===== src/rtl/dmq_pkg.sv =====
package dmq_pkg;

    localparam int CRN_W  = 4;
    localparam int OP1_W  = 3;
    localparam int CRM_W  = 4;
    localparam int OP2_W  = 3;
    localparam int DATA_W = 32;

    typedef enum logic [2:0] {
        CLS_NOW    = 3'd0,
        CLS_ICACHE = 3'd1,
        CLS_BPRED  = 3'd2,
        CLS_SETWAY = 3'd3,
        CLS_OTHER  = 3'd4
    } rel_cls_e;

    typedef enum logic [1:0] {
        BAR_DMB = 2'd0,
        BAR_DSB = 2'd1,
        BAR_ISB = 2'd2
    } bar_kind_e;

    typedef struct packed {
        logic [CRN_W-1:0]  crn;
        logic [OP1_W-1:0]  op1;
        logic [CRM_W-1:0]  crm;
        logic [OP2_W-1:0]  op2;
        logic [DATA_W-1:0] data;
    } mop_t;

    typedef struct packed {
        mop_t     op;
        rel_cls_e cls;
        logic     rel;
    } slot_t;

    // Whether a barrier of the given kind frees an entry of the given class.
    function automatic logic releases_on(rel_cls_e cls, bar_kind_e kind);
        case (cls)
            CLS_NOW:    releases_on = 1'b1;
            CLS_ICACHE: releases_on = (kind == BAR_DSB);
            CLS_BPRED:  releases_on = (kind == BAR_ISB);
            CLS_SETWAY: releases_on = (kind == BAR_DMB) || (kind == BAR_DSB);
            default:    releases_on = (kind == BAR_ISB);
        endcase
    endfunction

endpackage


===== src/rtl/dmq_classify.sv =====
module dmq_classify
    import dmq_pkg::*;
(
    input  logic [CRN_W-1:0] crn,
    input  logic [OP1_W-1:0] op1,
    input  logic [CRM_W-1:0] crm,
    input  logic [OP2_W-1:0] op2,
    output rel_cls_e         cls
);

    always_comb begin
        cls = CLS_OTHER;
        if (crn == CRN_W'(7) && op1 == '0) begin
            case ({crm, op2})
                {4'd1, 3'd0}, {4'd5, 3'd0}, {4'd5, 3'd1}:
                    cls = CLS_ICACHE;
                {4'd1, 3'd6}, {4'd5, 3'd6}, {4'd5, 3'd7}:
                    cls = CLS_BPRED;
                {4'd6, 3'd1}, {4'd10, 3'd1}, {4'd11, 3'd1}, {4'd14, 3'd1}, {4'd5, 3'd4}:
                    cls = CLS_NOW;
                {4'd6, 3'd2}, {4'd10, 3'd2}, {4'd14, 3'd2}:
                    cls = CLS_SETWAY;
                default:
                    cls = CLS_OTHER;
            endcase
        end
    end

endmodule


===== src/rtl/dmq_prefix_scan.sv =====
module dmq_prefix_scan #(
    parameter int DEPTH = 8
) (
    input  logic [DEPTH-1:0] hit,
    output logic [DEPTH-1:0] mask
);

    // mask[i] is set when slot i or any younger slot is hit.
    for (genvar g = 0; g < DEPTH; g++) begin : g_scan
        if (g == DEPTH - 1) begin : g_top
            assign mask[g] = hit[g];
        end else begin : g_mid
            assign mask[g] = hit[g] | mask[g+1];
        end
    end

endmodule


===== src/rtl/dmq_pending_fifo.sv =====
module dmq_pending_fifo
    import dmq_pkg::*;
#(
    parameter int DEPTH = 8,
    localparam int CW = $clog2(DEPTH + 1),
    localparam int IW = $clog2(DEPTH)
) (
    input  logic             clk,
    input  logic             rst,
    input  logic             push,
    input  slot_t            push_slot,
    input  logic             pop,
    input  logic [DEPTH-1:0] rel_mask,
    output slot_t            slots [DEPTH],
    output logic [CW-1:0]    count
);

    slot_t         nxt [DEPTH];
    logic [CW-1:0] nxt_cnt;
    logic [CW-1:0] wr;

    always_comb begin
        for (int i = 0; i < DEPTH; i++) begin
            nxt[i] = slots[i];
            if (rel_mask[i]) nxt[i].rel = 1'b1;
        end
        if (pop) begin
            for (int i = 0; i < DEPTH - 1; i++) nxt[i] = nxt[i+1];
            nxt[DEPTH-1] = '0;
        end
        wr = pop ? count - CW'(1) : count;
        if (push) nxt[wr[IW-1:0]] = push_slot;
        nxt_cnt = count + CW'(push) - CW'(pop);
    end

    always_ff @(posedge clk) begin
        if (rst) begin
            for (int i = 0; i < DEPTH; i++) slots[i] <= '0;
            count <= '0;
        end else begin
            for (int i = 0; i < DEPTH; i++) slots[i] <= nxt[i];
            count <= nxt_cnt;
        end
    end

endmodule


===== src/rtl/deferred_maint_queue.sv =====
module deferred_maint_queue
    import dmq_pkg::*;
#(
    parameter int DEPTH = 8,
    localparam int CW = $clog2(DEPTH + 1)
) (
    input  logic              clk,
    input  logic              rst,
    input  logic              defer_en,
    input  logic              in_valid,
    output logic              in_ready,
    input  logic [CRN_W-1:0]  in_crn,
    input  logic [OP1_W-1:0]  in_op1,
    input  logic [CRM_W-1:0]  in_crm,
    input  logic [OP2_W-1:0]  in_op2,
    input  logic [DATA_W-1:0] in_data,
    input  logic              barrier_valid,
    input  logic [1:0]        barrier_kind,
    input  logic              exc_entry,
    input  logic              exc_return,
    output logic              cm_valid,
    output logic [CRN_W-1:0]  cm_crn,
    output logic [OP1_W-1:0]  cm_op1,
    output logic [CRM_W-1:0]  cm_crm,
    output logic [OP2_W-1:0]  cm_op2,
    output logic [DATA_W-1:0] cm_data
);

    rel_cls_e         in_cls;
    slot_t            push_slot;
    slot_t            slots [DEPTH];
    logic [CW-1:0]    count;
    logic [DEPTH-1:0] occupied;
    logic [DEPTH-1:0] hit;
    logic [DEPTH-1:0] scan_mask;
    logic [DEPTH-1:0] rel_mask;
    logic             accept;
    bar_kind_e        kind;

    dmq_classify u_cls (
        .crn (in_crn),
        .op1 (in_op1),
        .crm (in_crm),
        .op2 (in_op2),
        .cls (in_cls)
    );

    assign kind     = bar_kind_e'(barrier_kind);
    assign in_ready = (count < CW'(DEPTH));
    assign accept   = in_valid && in_ready;

    always_comb begin
        push_slot.op.crn  = in_crn;
        push_slot.op.op1  = in_op1;
        push_slot.op.crm  = in_crm;
        push_slot.op.op2  = in_op2;
        push_slot.op.data = in_data;
        push_slot.cls     = in_cls;
        push_slot.rel     = !defer_en || (in_cls == CLS_NOW);
    end

    for (genvar g = 0; g < DEPTH; g++) begin : g_slot
        assign occupied[g] = (CW'(g) < count);
        assign hit[g]      = occupied[g] && barrier_valid
                             && releases_on(slots[g].cls, kind);
    end

    dmq_prefix_scan #(.DEPTH(DEPTH)) u_scan (
        .hit  (hit),
        .mask (scan_mask)
    );

    assign rel_mask = (exc_entry || exc_return) ? occupied : scan_mask;

    assign cm_valid = (count != '0) && slots[0].rel;

    dmq_pending_fifo #(.DEPTH(DEPTH)) u_fifo (
        .clk       (clk),
        .rst       (rst),
        .push      (accept),
        .push_slot (push_slot),
        .pop       (cm_valid),
        .rel_mask  (rel_mask),
        .slots     (slots),
        .count     (count)
    );

    assign cm_crn  = slots[0].op.crn;
    assign cm_op1  = slots[0].op.op1;
    assign cm_crm  = slots[0].op.crm;
    assign cm_op2  = slots[0].op.op2;
    assign cm_data = slots[0].op.data;

endmodule


===== config.mk =====
export PLATFORM = sky130hd
export DESIGN_NAME = deferred_maint_queue
export DESIGN_NICKNAME = d
export VERILOG_FILES = /design/src/rtl/dmq_pkg.sv /design/src/rtl/dmq_classify.sv /design/src/rtl/dmq_prefix_scan.sv /design/src/rtl/dmq_pending_fifo.sv /design/src/rtl/deferred_maint_queue.sv
export SDC_FILE = /design/constraint.sdc
export NUM_CORES = 1
export LEC_CHECK = 0
export BUFFER_PORTS_ARGS = -buffer_cell sky130_fd_sc_hd__buf_2
export CELL_PAD_IN_SITES_DETAIL_PLACEMENT = 0
export CELL_PAD_IN_SITES_GLOBAL_PLACEMENT = 2
export CORE_MARGIN = 2
export CORE_UTILIZATION = 38
export CTS_BUF_LIST = sky130_fd_sc_hd__clkbuf_8
export CTS_CLUSTER_DIAMETER = 120
export DETAILED_ROUTE_END_ITERATION = 10
export GPL_ROUTABILITY_DRIVEN = 0
export PLACE_DENSITY = 0.91
export SLEW_MARGIN = 15
export SYNTH_ARGS = -nofsm -noshare
export SYNTH_HDL_FRONTEND = slang
export SYNTH_SLANG_ARGS = --single-unit

===== constraint.sdc =====
create_clock -name clk -period 4.5 [get_ports clk]
set_clock_uncertainty 0.2 [all_clocks]
set_input_delay 0.9 -clock clk [delete_from_list [all_inputs] [get_ports clk]]
set_output_delay 0.9 -clock clk [all_outputs]
set_load 0.02 [all_outputs]

=== After elaboration in Yosys (flattened, before gate mapping) ===
Index checks and enable logic that the tools add are counted.

* Register bits: 404
* Output and inout port bits: 48
* Word-level logic and storage cells: 177

* Add/sub/neg operators: 3
* Order comparisons: 11
* Eq/ne operators: 33
* Mux-type cells: 25
* Bitwise operators: 8
* Reductions and logical operators: 40

{| class="wikitable"
|+ Operator list
! cell !! number
|-
| 400-bit two-way mux || 2
|-
| 400-bit bitwise mux || 1
|-
| 50-bit demux with 3-bit select || 1
|-
| 50-bit two-way mux || 1
|-
| 7-bit by 6-bit == test with 1-bit output (second input constant) || 7
|-
| 7-bit == test (second input constant) || 5
|-
| 3-bit logical NOT || 10
|-
| 3-bit by 1-bit == test with 1-bit output (second input constant) || 8
|-
| 3-bit by 2-bit == test with 1-bit output (second input constant) || 8
|-
| 1-bit one-hot mux with 3 select lines || 8
|-
| 1-bit logical AND || 20
|-
| 3-bit by 4-bit < comparator with 1-bit output (first input constant) || 4
|-
| 7-bit by 4-bit == test with 1-bit output (second input constant) || 2
|-
| 3-bit one-hot mux with 4 select lines || 1
|-
| 3-bit OR reduction || 3
|-
| 1-bit by 4-bit < comparator with 1-bit output (first input constant) || 2
|-
| 2-bit by 4-bit < comparator with 1-bit output (first input constant) || 2
|-
| 1-bit two-way mux || 8
|-
| 8-bit two-way mux || 1
|-
| 1-bit OR || 7
|-
| 3-bit two-way mux || 2
|-
| 5-bit OR reduction || 1
|-
| 4-bit by 1-bit adder with 4-bit output || 1
|-
| 4-bit by 3-bit == test with 1-bit output (second input constant) || 1
|-
| 12 further kinds || 14
|}

=== Logic depth before layout (Yosys ltp) ===
* Word-level depth: 16
* Gate-level depth with buffers: 17

=== Cells and area by module ===
Synthesis repeated with hierarchy kept, for this count alone.

* Cell total of the unflattened synthesis: 1960
* Area, all modules: 20786.2 sq um

{| class="wikitable"
|+ Modules (own cells, without submodules)
! module !! instances !! cells each !! area an instance (sq um) !! sequential area each (sq um)
|-
| dmq_pending_fifo || 1 || 1848 || 20098.0 || 8087.8
|-
| deferred_maint_queue || 1 || 81 || 480.5 || 0.0
|-
| dmq_classify || 1 || 20 || 131.4 || 0.0
|-
| dmq_prefix_scan || 1 || 11 || 76.3 || 0.0
|}

=== Worst setup path after synthesis ===
Ideal clock, no wire load.

* Path kind: register -> register
* Start point: register u_fifo.count[1]
* End point: register u_fifo.slots[126] (netlist name)
* Setup time: 0.088 ns
* Arrival: 3.334 ns
* Data required time: 4.212 ns
* Setup slack: 0.878 ns
* Cell stages (with the launch flop): 17
* Buffers on the path: 7
* Clock period less this slack: 3.622 ns
* Cells stage by stage: dfxtp_1 > inv_1 > ha_1 > buf_2 > a21bo_4 > inv_1 > buf_2 > clkbuf_1 > ha_1 > inv_1 > and2_1 > clkbuf_1 > nand2b_1 > buf_6 > buf_6 > buf_6 > a311oi_2

* Cells in the longest elaborated chain, start to end: 10
* Elaborated cells on any way between the ends: 15
* Classes of those cells: add/sub: 1; order compare: 3; mux: 6; bitwise: 1; reduce/logical: 4

{| class="wikitable"
|+ RTL lines
! item !! line !! source
|-
| start, declared || dmq_pending_fifo.sv:15 || <nowiki>output logic [CW-1:0] count</nowiki>
|-
| start signal, assigned || dmq_pending_fifo.sv:42 || <nowiki>count <= nxt_cnt;</nowiki>
|-
| 4-bit nonzero test (*) || deferred_maint_queue.sv:75 || <nowiki>assign cm_valid = (count != '0) && slots[0].rel;</nowiki>
|-
| 1-bit logical AND (*) || deferred_maint_queue.sv:75 ||
|-
| named net cm_valid || deferred_maint_queue.sv:21 || <nowiki>output logic cm_valid,</nowiki>
|-
| 3-bit two-way mux || dmq_pending_fifo.sv:31 || <nowiki>wr = pop ? count - CW'(1) : count;</nowiki>
|-
| 3-bit NOT with 4-bit output (implied by the code) || dmq_pending_fifo.sv:32 || <nowiki>if (push) nxt[wr[IW-1:0]] = push_slot;</nowiki>
|-
| 4-bit greater-or-equal comparator (implied by the code) / 4-bit by 1-bit < comparator with 1-bit output (equally long branches) || dmq_pending_fifo.sv:32 ||
|-
| 1-bit logical AND (implied by the code) || dmq_pending_fifo.sv:32 ||
|-
| 50-bit two-way mux (implied by the code) || dmq_pending_fifo.sv:32 ||
|-
| 50-bit demux with 3-bit select || dmq_pending_fifo.sv:32 ||
|-
| 400-bit bitwise mux || dmq_pending_fifo.sv:32 ||
|-
| 400-bit two-way mux (*) || dmq_pending_fifo.sv:32 ||
|}

Mark *: on every way through the listed nets, which the timed path passes. The rest lies on a longest branch.
A chain may end at the register's enable or synchronous reset.

=== Final worst setup path ===
* Start point: register u_fifo.count[2]
* End point: output port cm_valid

* Cells in the longest elaborated chain, start to end: 2

{| class="wikitable"
|+ RTL lines
! item !! line
|-
| 4-bit nonzero test || deferred_maint_queue.sv:75
|-
| 1-bit logical AND || deferred_maint_queue.sv:75
|-
| end, declared || deferred_maint_queue.sv:21
|}

No other way between the ends.

==> results_dict.tcl <==
set metrics [dict create \
    utilization_pct 41.74 \
    tightestPinTransition_ns 1.138 \
    yosys-top-cells-count "nand2_1 (747), dfxtp_1 (404), nor2_1 (359), a311oi_1 (299), clkbuf_1 (132)" \
    fill_cells 4994 \
    seq_area_sq_um 8088 \
    rsz0062_at_grt "no" \
    multi_input_area_sq_um 9086 \
    dr.pass1.iters 5 \
    arrival_ns 3.08 \
    timing.final.crit_share_pct 92.91 \
    grt_overflow_total 0 \
    combPwrFrac_pct 33.9 \
    path_clk_slew_ns 0.06 \
    cts_resized 0 \
    synth_nets 2487 \
    cp.required_ns 3.40 \
    place_hpwl_um 26850 \
    cts_setup_buffers 0 \
    yosysSeqAreaShare_pct 43.03 \
    grt_use_total_pct 19.01 \
    vias 16410 \
    clkPwrFrac_pct 27.3 \
    cts_tree "yes" \
    dieArea_sq_um 51250 \
    syn2layout_area_growth_pct 8.502 \
    hold_viol 0 \
    post-synth-top-count-cell "nand2_1" \
    clock_path_buffers 3 \
    worst-path-max-fanout 133 \
    num_rows 81 \
    status "complete, no violations" \
    wl_um 48640 \
    crit_buf_inv 4 \
    synthCells 2423 \
    netlist.area_leader.share_pct 43.03 \
    cts_hold_buf 0 \
    finalPower_uw 12480 \
    io_buffers 102 \
    grt_max_degree 223 \
    clkLatencyLatePin_ns 0.64 \
    p_per_area_nw_per_um2 611.8 \
    antenna_found_initial 5 \
    synth-seq-cells 404 \
    layout_setup_ws_ns 0.3192 \
    cp-end-kind "output port" \
    slowest_stage "dfxtp_1" \
    grt_pass1_vias 15300 \
    via_per_inst 5.405 \
    max_stage_delay_ns 0.53 \
    pre_cts_slack_ns 0.6593 \
    syn_area_per_cell_sq_um 7.757 \
    io_pins 103 \
    tns_ns 0 \
    clock.fmax_mhz 239.2 \
    die_w_um 226.4 \
    cts_buffers 74 \
    path_delay_family "buffers and inverters" \
    cap_violations 0 \
    criticalPathCategory "flip-flop to output port" \
    path_cells "inv_1, ha_1, a21bo_4, inv_8, buf_12, buf_2" \
    ys_types 58 \
    start_util_pct 38.47 \
    fin_nets 2384 \
    synthArstFlopShare_pct 0 \
    swShare_pct 39.98 \
    min_path_type "flip-flop to flip-flop" \
    power_frac_seq_pct 38.8 \
    synth_edf_count 0 \
    avgRoutedWirePerCell_um 16.02 \
    yosysTopAreaCell "dfxtp_1" \
    fin_crit_ns 4.181 \
    grt_pass1_wl_um 80440 \
    p_leak_uw 0.006949 \
    cts_root_buffer "clkbuf_8" \
    core_region_area_sq_um 48850 \
    cts_sinks 404 \
    htreeDepth 3 \
    netlist_top_cells_area "dfxtp_1 (43%), nand2_1 (15%), a311oi_1 (14%), nor2_1 (7.2%), a311oi_2 (3.5%)" \
    p_sw_uw 4988 \
    ir_drop_mv 0.8565 \
    synth_flop_cell "dfxtp_1" \
    slew_viol_final 0 \
    layout-drive-gt1-share_pct 12.36 \
    drc_errors 0 \
    p_int_uw 7488 \
    ys_warn_count 0 \
    die_h_um 226.4 \
    synth_area_sq_um 18790 \
    cp-start-kind "flip-flop" \
    ant_nets 0 \
    reg2reg_slack_ns 0.64 \
    drt_iter0_drc 1261 \
    setup_viol 0 \
    slew_headroom_pct 24.13 \
]
layer usage:
layer,routed length [um],vias to the layer above,GRT usage (%)
li1,-,8110,-
met5,51,-,0
met3,2355,87,3.836
met2,21900,365,30.15
met1,23220,7839,25.79
met4,1113,8,6.324
power groups by stage:
| stage | registers, uW | logic, uW | clock network (uW) |
|---|---|---|---|
| after global placement | 4900 | 4190 | 0 |
| after global routing | 4950 | 4700 | 3680 |
| final | 4840 | 4230 | 3400 |
| after detailed placement | 4910 | 4270 | 0 |
| after floorplan | 4790 | 3560 | 0 |
| after CTS | 4840 | 4280 | 3510 |
layout make-up:
cell class	count	area share, %
Timing Repair Buffer	129	4.405
Inverter	15	0.3129
Tap cell	664	4.074
Clock inverter	38	0.9694
Antenna cell	1	0.01227
Sequential cell	404	39.66
Multi-Input combinational cell	1696	44.56
Clock buffer	89	6.007
state kept, by name (all words and copies together) (netlist names):
name	cells
u_fifo.slots	400
u_fifo.count	4
worst paths after layout:
path | startpoint | to | cells after the start
setup / recovery | u_fifo.count[2]$_SDFF_PP0_ | cm_valid | 6
hold / removal | u_fifo.slots[13]$_SDFF_PP0_ | u_fifo.slots[63]$_SDFF_PP0_ | 2
setup reg to reg | u_fifo.count[2]$_SDFF_PP0_ | u_fifo.slots[323]$_SDFF_PP0_ | 7
hold reg to reg | u_fifo.slots[13]$_SDFF_PP0_ | u_fifo.slots[63]$_SDFF_PP0_ | 2
worst min-delay path, stage by stage, from the launching register on:
cell and delay (ns):
dfxtp_1 0.31, nand2_1 0.05, a311oi_1 0.08
per-stage QoR:
| step | area, sq um | std cells | hold WS (ns) |
|---|---|---|---|
| after floorplan | 18790 | 2423 | 0.2481 |
| after global placement | 18970 | 2908 | 0.2527 |
| after detailed placement | 18970 | 2908 | 0.2584 |
| after CTS | 20390 | 3035 | 0.2584 |
| after global routing | 20390 | 3035 | 0.2779 |
| final | 20390 | 3036 | 0.2608 |
cell usage in the layout, fill, tap and decap left out, types with 2 or more instances in the layout:
master,instances
o32ai_1,2
buf_2,101
inv_1,41
a22oi_4,2
a32oi_1,3
clkbuf_8,89
nor2_1,359
buf_12,14
nand2b_4,2
o22ai_1,3
clkinv_2,4
nand4_1,6
dfxtp_1,404
o32ai_4,2
and3_1,5
and2_1,3
a21oi_1,65
o21ai_0,18
ha_1,8
nor3b_1,5
a21o_1,3
nand2_4,5
buf_4,13
a311oi_1,299
a31oi_1,3
nand3_1,54
clkinvlp_4,3
nor2b_1,20
a311oi_2,44
inv_8,2
nor4_1,3
nand2b_1,5
nand4b_1,2
nand2_1,746
nor3_1,3
cells by family after synthesis:
group,share of synthesized area [%]
and+or+nand+nor,25.87
adders and majority gates,0.6924
AOI/OAI and AO/OA,21.45
xor gates and xnor gates,0.09322
muxes,0.05991
buffers and inverters,8.801
DFF,43.03
Power figures use the tool's default switching activity.
